## config.mk

```make
export PLATFORM = sky130hd
export DESIGN_NAME = rtc_bcd_calendar
export DESIGN_NICKNAME = d
export VERILOG_FILES = /design/src/rtl/rtc_pkg.sv /design/src/rtl/rtc_time_core.sv /design/src/rtl/rtc_alarm_unit.sv /design/src/rtl/rtc_bcd_calendar.sv
export SDC_FILE = /design/constraint.sdc
export NUM_CORES = 1
export LEC_CHECK = 0
export ABC_CLOCK_PERIOD_IN_PS = 3800
export BUFFER_PORTS_ARGS = -buffer_cell sky130_fd_sc_hd__buf_4
export CAP_MARGIN = 20
export CELL_PAD_IN_SITES_DETAIL_PLACEMENT = 0
export CELL_PAD_IN_SITES_GLOBAL_PLACEMENT = 2
export CORE_MARGIN = 2
export CORE_UTILIZATION = 35
export CTS_CLUSTER_DIAMETER = 30
export DETAILED_ROUTE_END_ITERATION = 16
export MAX_ROUTING_LAYER = met4
export PLACE_DENSITY = 0.74
export SLEW_MARGIN = 20
export SYNTH_ARGS = -nofsm -noshare
export SYNTH_HDL_FRONTEND = slang
export SYNTH_SLANG_ARGS = --single-unit
```

## constraint.sdc

```tcl
create_clock -name clk -period 3.8 [get_ports clk]
set_input_delay 0.76 -clock clk [delete_from_list [all_inputs] [get_ports clk]]
set_output_delay 0.76 -clock clk [all_outputs]
set_load 0.1 [all_outputs]
```

## src/rtl/rtc_pkg.sv

```systemverilog
package rtc_pkg;

    typedef enum logic [1:0] {
        ST_LIVE   = 2'd0,
        ST_FROZEN = 2'd1,
        ST_COMMIT = 2'd2
    } xfer_state_t;

    localparam int NUM_TIME  = 8;
    localparam int NUM_ALARM = 4;

    // index 7 = century ... index 0 = seconds
    localparam logic [NUM_TIME-1:0][7:0] TIME_RST =
        {8'h20, 8'h00, 8'h01, 8'h01, 8'h01, 8'h00, 8'h00, 8'h00};

    function automatic logic [7:0] bcd_inc(input logic [7:0] v);
        return (v[3:0] >= 4'd9) ? {v[7:4] + 4'd1, 4'd0} : v + 8'd1;
    endfunction

    function automatic logic [7:0] time_mask(input logic [2:0] idx);
        case (idx)
            3'd0, 3'd1: return 8'h7F;
            3'd2, 3'd4: return 8'h3F;
            3'd3:       return 8'h07;
            default:    return 8'hFF;
        endcase
    endfunction

    function automatic logic [7:0] last_day(input logic [4:0] mon, input logic [7:0] yr);
        logic [6:0] ybin;
        ybin = 7'({3'b0, yr[7:4]} * 7'd10) + {3'b0, yr[3:0]};
        case (mon)
            5'h04, 5'h06, 5'h09, 5'h11: return 8'h30;
            5'h02:   return (ybin[1:0] == 2'b00) ? 8'h29 : 8'h28;
            default: return 8'h31;
        endcase
    endfunction

endpackage

```

## src/rtl/rtc_time_core.sv

```systemverilog
module rtc_time_core
    import rtc_pkg::*;
(
    input  logic                      clk,
    input  logic                      rst_n,
    input  logic                      tick,
    input  logic                      wr,
    input  logic [2:0]                wr_idx,
    input  logic [7:0]                wr_val,
    input  logic [NUM_TIME-1:0]       ovl_en,
    input  logic [NUM_TIME-1:0][7:0]  ovl_val,
    output logic [NUM_TIME-1:0][7:0]  cnt,
    output logic [NUM_TIME-1:0][7:0]  cnt_tick,
    output logic [NUM_TIME-1:0][7:0]  cnt_next
);

    logic c;

    always_comb begin
        cnt_tick = cnt;
        c = tick;
        if (c) begin
            if (cnt[0] >= 8'h59) cnt_tick[0] = 8'h00;
            else begin cnt_tick[0] = bcd_inc(cnt[0]); c = 1'b0; end
        end
        if (c) begin
            if (cnt[1] >= 8'h59) cnt_tick[1] = 8'h00;
            else begin cnt_tick[1] = bcd_inc(cnt[1]); c = 1'b0; end
        end
        if (c) begin
            if (cnt[2] >= 8'h23) cnt_tick[2] = 8'h00;
            else begin cnt_tick[2] = bcd_inc(cnt[2]); c = 1'b0; end
        end
        if (c) begin
            cnt_tick[3] = (cnt[3] >= 8'h07) ? 8'h01 : cnt[3] + 8'h01;
            if (cnt[4] >= last_day(cnt[5][4:0], cnt[6])) cnt_tick[4] = 8'h01;
            else begin cnt_tick[4] = bcd_inc(cnt[4]); c = 1'b0; end
        end
        if (c) begin
            if (cnt[5][4:0] >= 5'h12) cnt_tick[5] = {cnt[5][7:5], 5'h01};
            else begin
                cnt_tick[5] = {cnt[5][7:5], bcd_inc({3'b000, cnt[5][4:0]})[4:0]};
                c = 1'b0;
            end
        end
        if (c) begin
            if (cnt[6] >= 8'h99) cnt_tick[6] = 8'h00;
            else begin cnt_tick[6] = bcd_inc(cnt[6]); c = 1'b0; end
        end
        if (c) begin
            cnt_tick[7] = (cnt[7] >= 8'h99) ? 8'h00 : bcd_inc(cnt[7]);
        end
    end

    always_comb begin
        cnt_next = cnt_tick;
        for (int i = 0; i < NUM_TIME; i++) begin
            if (ovl_en[i]) cnt_next[i] = ovl_val[i];
            if (wr && (wr_idx == 3'(i))) cnt_next[i] = wr_val;
        end
    end

    always_ff @(posedge clk) begin
        if (!rst_n) cnt <= TIME_RST;
        else        cnt <= cnt_next;
    end

    AST_SEC_BCD: assert property (@(posedge clk) disable iff (!rst_n)
        (cnt[0] <= 8'h59) && (cnt[0][3:0] <= 4'd9));
    AST_HOUR_RANGE: assert property (@(posedge clk) disable iff (!rst_n)
        cnt[2] <= 8'h23);
    AST_SEC_WRAP: assert property (@(posedge clk) disable iff (!rst_n)
        (tick && !wr && (ovl_en == '0) && (cnt[0] == 8'h59)) |=> (cnt[0] == 8'h00));
    AST_MONTH_CTL: assert property (@(posedge clk) disable iff (!rst_n)
        (!wr && (ovl_en == '0)) |=> (cnt[5][7:5] == $past(cnt[5][7:5])));

endmodule

```

## src/rtl/rtc_alarm_unit.sv

```systemverilog
module rtc_alarm_unit
    import rtc_pkg::*;
(
    input  logic                       clk,
    input  logic                       rst_n,
    input  logic                       tick,
    input  logic [NUM_ALARM-1:0][7:0]  alarm,
    input  logic [NUM_ALARM-1:0][7:0]  field,
    output logic                       hit
);

    logic [NUM_ALARM-1:0] match;

    for (genvar g = 0; g < NUM_ALARM; g++) begin : g_field
        assign match[g] = alarm[g][7] || (alarm[g][6:0] == field[g][6:0]);
    end

    assign hit = tick && (&match);

    AST_ALL_MASKED: assert property (@(posedge clk) disable iff (!rst_n)
        (tick && alarm[0][7] && alarm[1][7] && alarm[2][7] && alarm[3][7]) |-> hit);

endmodule

```

## src/rtl/rtc_bcd_calendar.sv

```systemverilog
module rtc_bcd_calendar
    import rtc_pkg::*;
#(
    parameter int ADDR_W = 8
) (
    input  logic              clk,
    input  logic              rst_n,
    input  logic              tick_1s,
    input  logic [ADDR_W-1:0] addr,
    input  logic [7:0]        wdata,
    input  logic              wr_en,
    input  logic              rd_en,
    output logic [7:0]        rdata,
    output logic              irq
);

    localparam logic [3:0] A_STAT = 4'hE;
    localparam logic [3:0] A_CTRL = 4'hF;

    xfer_state_t state, state_nx;
    logic [NUM_TIME-1:0][7:0]  vis, cnt, cnt_tick, cnt_next;
    logic [NUM_TIME-1:0]       dirty;
    logic [NUM_ALARM-1:0][7:0] alarm;
    logic [7:0] ctrl;
    logic       flag, hit;

    logic in_map, time_wr, ctrl_wr, stat_rd, core_wr;
    logic [7:0] wr_masked;

    assign in_map    = (addr[ADDR_W-1:4] == '0);
    assign time_wr   = wr_en && in_map && (addr[3] == 1'b0);
    assign ctrl_wr   = wr_en && in_map && (addr[3:0] == A_CTRL);
    assign stat_rd   = rd_en && in_map && (addr[3:0] == A_STAT);
    assign core_wr   = time_wr && (state != ST_FROZEN);
    assign wr_masked = wdata & time_mask(addr[2:0]);

    rtc_time_core u_core (
        .clk      (clk),
        .rst_n    (rst_n),
        .tick     (tick_1s),
        .wr       (core_wr),
        .wr_idx   (addr[2:0]),
        .wr_val   (wr_masked),
        .ovl_en   ((state == ST_COMMIT) ? dirty : '0),
        .ovl_val  (vis),
        .cnt      (cnt),
        .cnt_tick (cnt_tick),
        .cnt_next (cnt_next)
    );

    rtc_alarm_unit u_alarm (
        .clk   (clk),
        .rst_n (rst_n),
        .tick  (tick_1s),
        .alarm (alarm),
        .field ({cnt_tick[4], cnt_tick[2], cnt_tick[1], cnt_tick[0]}),
        .hit   (hit)
    );

    // transfer state register
    always_ff @(posedge clk) begin
        if (!rst_n) state <= ST_LIVE;
        else        state <= state_nx;
    end

    always_comb begin
        state_nx = state;
        unique case (state)
            ST_LIVE:   if (ctrl_wr && !wdata[7]) state_nx = ST_FROZEN;
            ST_FROZEN: if (ctrl_wr &&  wdata[7]) state_nx = ST_COMMIT;
            ST_COMMIT: state_nx = ST_LIVE;
        endcase
    end

    // outputs: visible copy, dirty marks, control, alarm, flag
    always_ff @(posedge clk) begin
        if (!rst_n) begin
            vis   <= TIME_RST;
            dirty <= '0;
            alarm <= '0;
            ctrl  <= 8'h80;
            flag  <= 1'b0;
        end else begin
            unique case (state)
                ST_FROZEN: begin
                    if (time_wr) begin
                        vis[addr[2:0]]   <= wr_masked;
                        dirty[addr[2:0]] <= 1'b1;
                    end
                end
                ST_LIVE, ST_COMMIT: begin
                    vis   <= cnt_next;
                    dirty <= '0;
                end
            endcase
            if (ctrl_wr) ctrl <= wdata;
            if (wr_en && in_map && (addr[3:2] == 2'b10)) alarm[addr[1:0]] <= wdata;
            if (hit)          flag <= 1'b1;
            else if (stat_rd) flag <= 1'b0;
        end
    end

    always_comb begin
        rdata = 8'h00;
        if (in_map) begin
            if (addr[3] == 1'b0)              rdata = vis[addr[2:0]];
            else if (addr[3:2] == 2'b10)      rdata = alarm[addr[1:0]];
            else if (addr[3:0] == A_STAT)     rdata = {7'b0, flag};
            else if (addr[3:0] == A_CTRL)     rdata = ctrl;
        end
    end

    assign irq = flag && ctrl[3];

    AST_COMMIT_ONE: assert property (@(posedge clk) disable iff (!rst_n)
        (state == ST_COMMIT) |=> (state == ST_LIVE));
    AST_FROZEN_STABLE: assert property (@(posedge clk) disable iff (!rst_n)
        (state == ST_FROZEN && !wr_en) |=> $stable(vis));
    AST_FLAG_CLEAR: assert property (@(posedge clk) disable iff (!rst_n)
        (stat_rd && !hit) |=> !flag);
    AST_FLAG_SET: assert property (@(posedge clk) disable iff (!rst_n)
        hit |=> flag);

endmodule

```

==> flow_metrics.tcl <==
set metrics [dict create \
    layout_min_cycle_time_ns 3.61 \
    clk_transition_reported_paths_ns 0.08 \
    dr.pass1.iters 6 \
    wirelength_mm 45.7 \
    crit-reg2reg-launch "u_core.cnt[41]" \
    clock_sinks 179 \
    slew_viol_final 0 \
    power_density_nw_per_um2 378 \
    htree_levels 4 \
    hold_viol_final 0 \
    wire_per_inst_um 25.2 \
    row_count 64 \
    status "completed" \
    drv_cap 0 \
    yosys_warnings 0 \
    endpoint_kind "register" \
    ys_types 83 \
    dp_hpwl_mm 33.1 \
    synth-main-ff-cell "dfxtp_1" \
    critPathKind "reg2reg" \
    tightest_slew_ns 1.06 \
    drt_iter0_drc 1236 \
    synth_edf_count 0 \
    startpoint "u_core.cnt[41]" \
    placed_cells 1773 \
    start_util_pct 35.7 \
    cts_made_buffers 17 \
    root_buffer "clkbuf_16" \
    die_y_um 181 \
    hold_buffers 0 \
    syn_to_final_growth_pct 14.4 \
    max_slew_margin_pct 29.2 \
    vias 11108 \
    yosys.area.top_type_share_pct 32.7 \
    grt_max_degree 54 \
    synth_most_common_cell "dfxtp_1" \
    p_total_mw 4.74 \
    syn_nets 1438 \
    track_usage_pct 28.5 \
    skew_ns 0.0154 \
    ys_seq_area_share_pct 32.7 \
    clk_latency_ns 0.45 \
    arrival_ns 3.98 \
    ant_nets 0 \
    final_core_util_pct 40.9 \
    grt_pass1_wl_mm 68.3 \
    dieArea_sq_um 32700 \
    final_nets 1459 \
    reg2reg_to "flag" \
    fin_tns_setup_ns 0 \
    synth_area_per_cell_sq_um 7.96 \
    ys_seq_elements 179 \
    antenna_found_initial 2 \
    rr_worst_depth 15 \
    finalSetupViolCount 0 \
    leakage_nw 4.63 \
    path_max_fanout 6 \
    yosysTopAreaCell "dfxtp_1" \
    synth_common_cells "dfxtp_1, nand2_1, a21oi_1" \
    overflow 0 \
    crit_end "flag" \
    synthArstFlopShare_pct 0 \
    final_cell_count_no_fill 1809 \
    max_freq_mhz 277 \
    routabilityCongestion 0.936 \
    synth.area.top_cells "dfxtp_1, nand2_1, a21oi_1, mux4_2, ha_1" \
    grt_pass1_vias 10354 \
    crit_required_ns 4.17 \
    hold_ws_ns 0.459 \
    ir_drop_mv 0.228 \
    syn_inst 1377 \
    cp-start-kind "register" \
    post-route-period-util_pct 95.0 \
    r2r_slack_ns 0.19 \
    drt-vias-per-instance 6.14 \
    numPortBuffers 29 \
    cts_tree "built" \
    core_area_sq_um 30700 \
    remaining_drc_errors 0 \
    syn_area_sq_um 11000 \
    fp.dieW_um 181 \
    worstHoldPathType "reg2reg" \
    ioPinCount 30 \
    clk_path_buf_depth 2 \
    final_layout_size_suffix_gt1_share_pct 14.1 \
]
==> worst min-delay path by stage <==
stage	startpoint	to	slack, ns	depth (start not counted)
2_1_floorplan	ctrl[0]	ctrl[0]	0.44	2
3_3_place_gp	ctrl[1]	ctrl[1]	0.44	2
3_5_place_dp	ctrl[5]	ctrl[5]	0.45	2
4_1_cts	ctrl[5]	ctrl[5]	0.46	2
5_1_grt	ctrl[6]	ctrl[6]	0.48	2
6_report	ctrl[5]	ctrl[5]	0.46	2
==> timing repair <==
item	in CTS	in global routing
setup endpoints to repair	11	44
resized for setup	2	10
buffers inserted	0	2
pin swaps	0	5
==> kinds of logic after synthesis <==
family	Yosys count	synth area share [%]
AO/OA/AOI/OAI	444	26.6
XOR/XNOR	30	2.40
adder cells (fa/ha/maj)	40	4.57
buffers and inverters	134	4.84
flip-flops	179	32.7
multiplexers	47	7.08
AND/OR/NAND/NOR	503	21.8
==> power breakdown <==
part / total, mW / internal (mW) / leakage, nW / switching (mW)
Sequential: 2.12 / 1.99 / 1.45 / 0.132
Combinational: 0.801 / 0.265 / 2.89 / 0.536
Clock: 1.82 / 0.885 / 0.288 / 0.935
==> per-layer routing <==
metal  GRT usage, %  routed length, um  up-vias  share of wire [%]
met4           5.87                694        0                1.5
li1               -                  -     5137                  -
met5              -                  0        -                  0
met2           42.5              20100      433                 44
met1           41.1              21500     5486                 47
met3           3.81               3280       52                7.2
==> state kept, by name, indices dropped and copies added (netlist names) <==
signal      flops
alarm          32
dirty           8
u_core.cnt     64
flag            1
ctrl            8
vis            64
state           2
==> layout by cell type (no fill, tap or decap), types with 11 or more instances in the layout <==
master     count
clkbuf_16     17
and2_1        33
a21oi_1      127
o21a_1        19
nand4_1       14
dfxtp_1      179
o21ai_0       88
a221oi_1      11
and3_1        17
nand2_1      175
a211oi_1      13
xnor2_1       18
nand3_1       64
mux4_2        24
nor3_1        20
ha_1          39
a31oi_1       42
nor2_1       116
xor2_1        12
o211ai_1      22
inv_1         34
mux2i_1       19
buf_4         96
==> worst max-delay path, stage by stage, from the launching register on <==
cell	delay, ns
dfxtp_1	0.32
buf_4	0.15
inv_1	0.07
ha_1	0.18
a21oi_2	0.07
nor3_2	0.15
o32ai_2	0.11
ha_1	0.29
or4b_1	0.53
and4_1	0.18
or4_1	0.49
a21oi_2	0.17
o22ai_2	0.11
a2111oi_2	0.33
a41oi_1	0.18
o31ai_2	0.21
==> final cells by class <==
class	count	area (sq um)
Timing Repair Buffer	99	781
Tap cell	396	495
Multi-Input combinational cell	1064	6950
Fill cell	3138	18100
Clock buffer	17	425
Antenna cell	2	5.00
Inverter	37	139
Clock inverter	15	159
Sequential cell	179	3580
==> per-stage QoR <==
stage | setup WS, ns | cell area (sq um)
detailed placement | -0.0450 | 11900
floorplan | -0.255 | 11000
CTS | 0.0601 | 12500
finish | 0.192 | 12500
global placement | 0.0513 | 11900
global route | -0.00289 | 12500
Power figures use the tool's default switching activity.
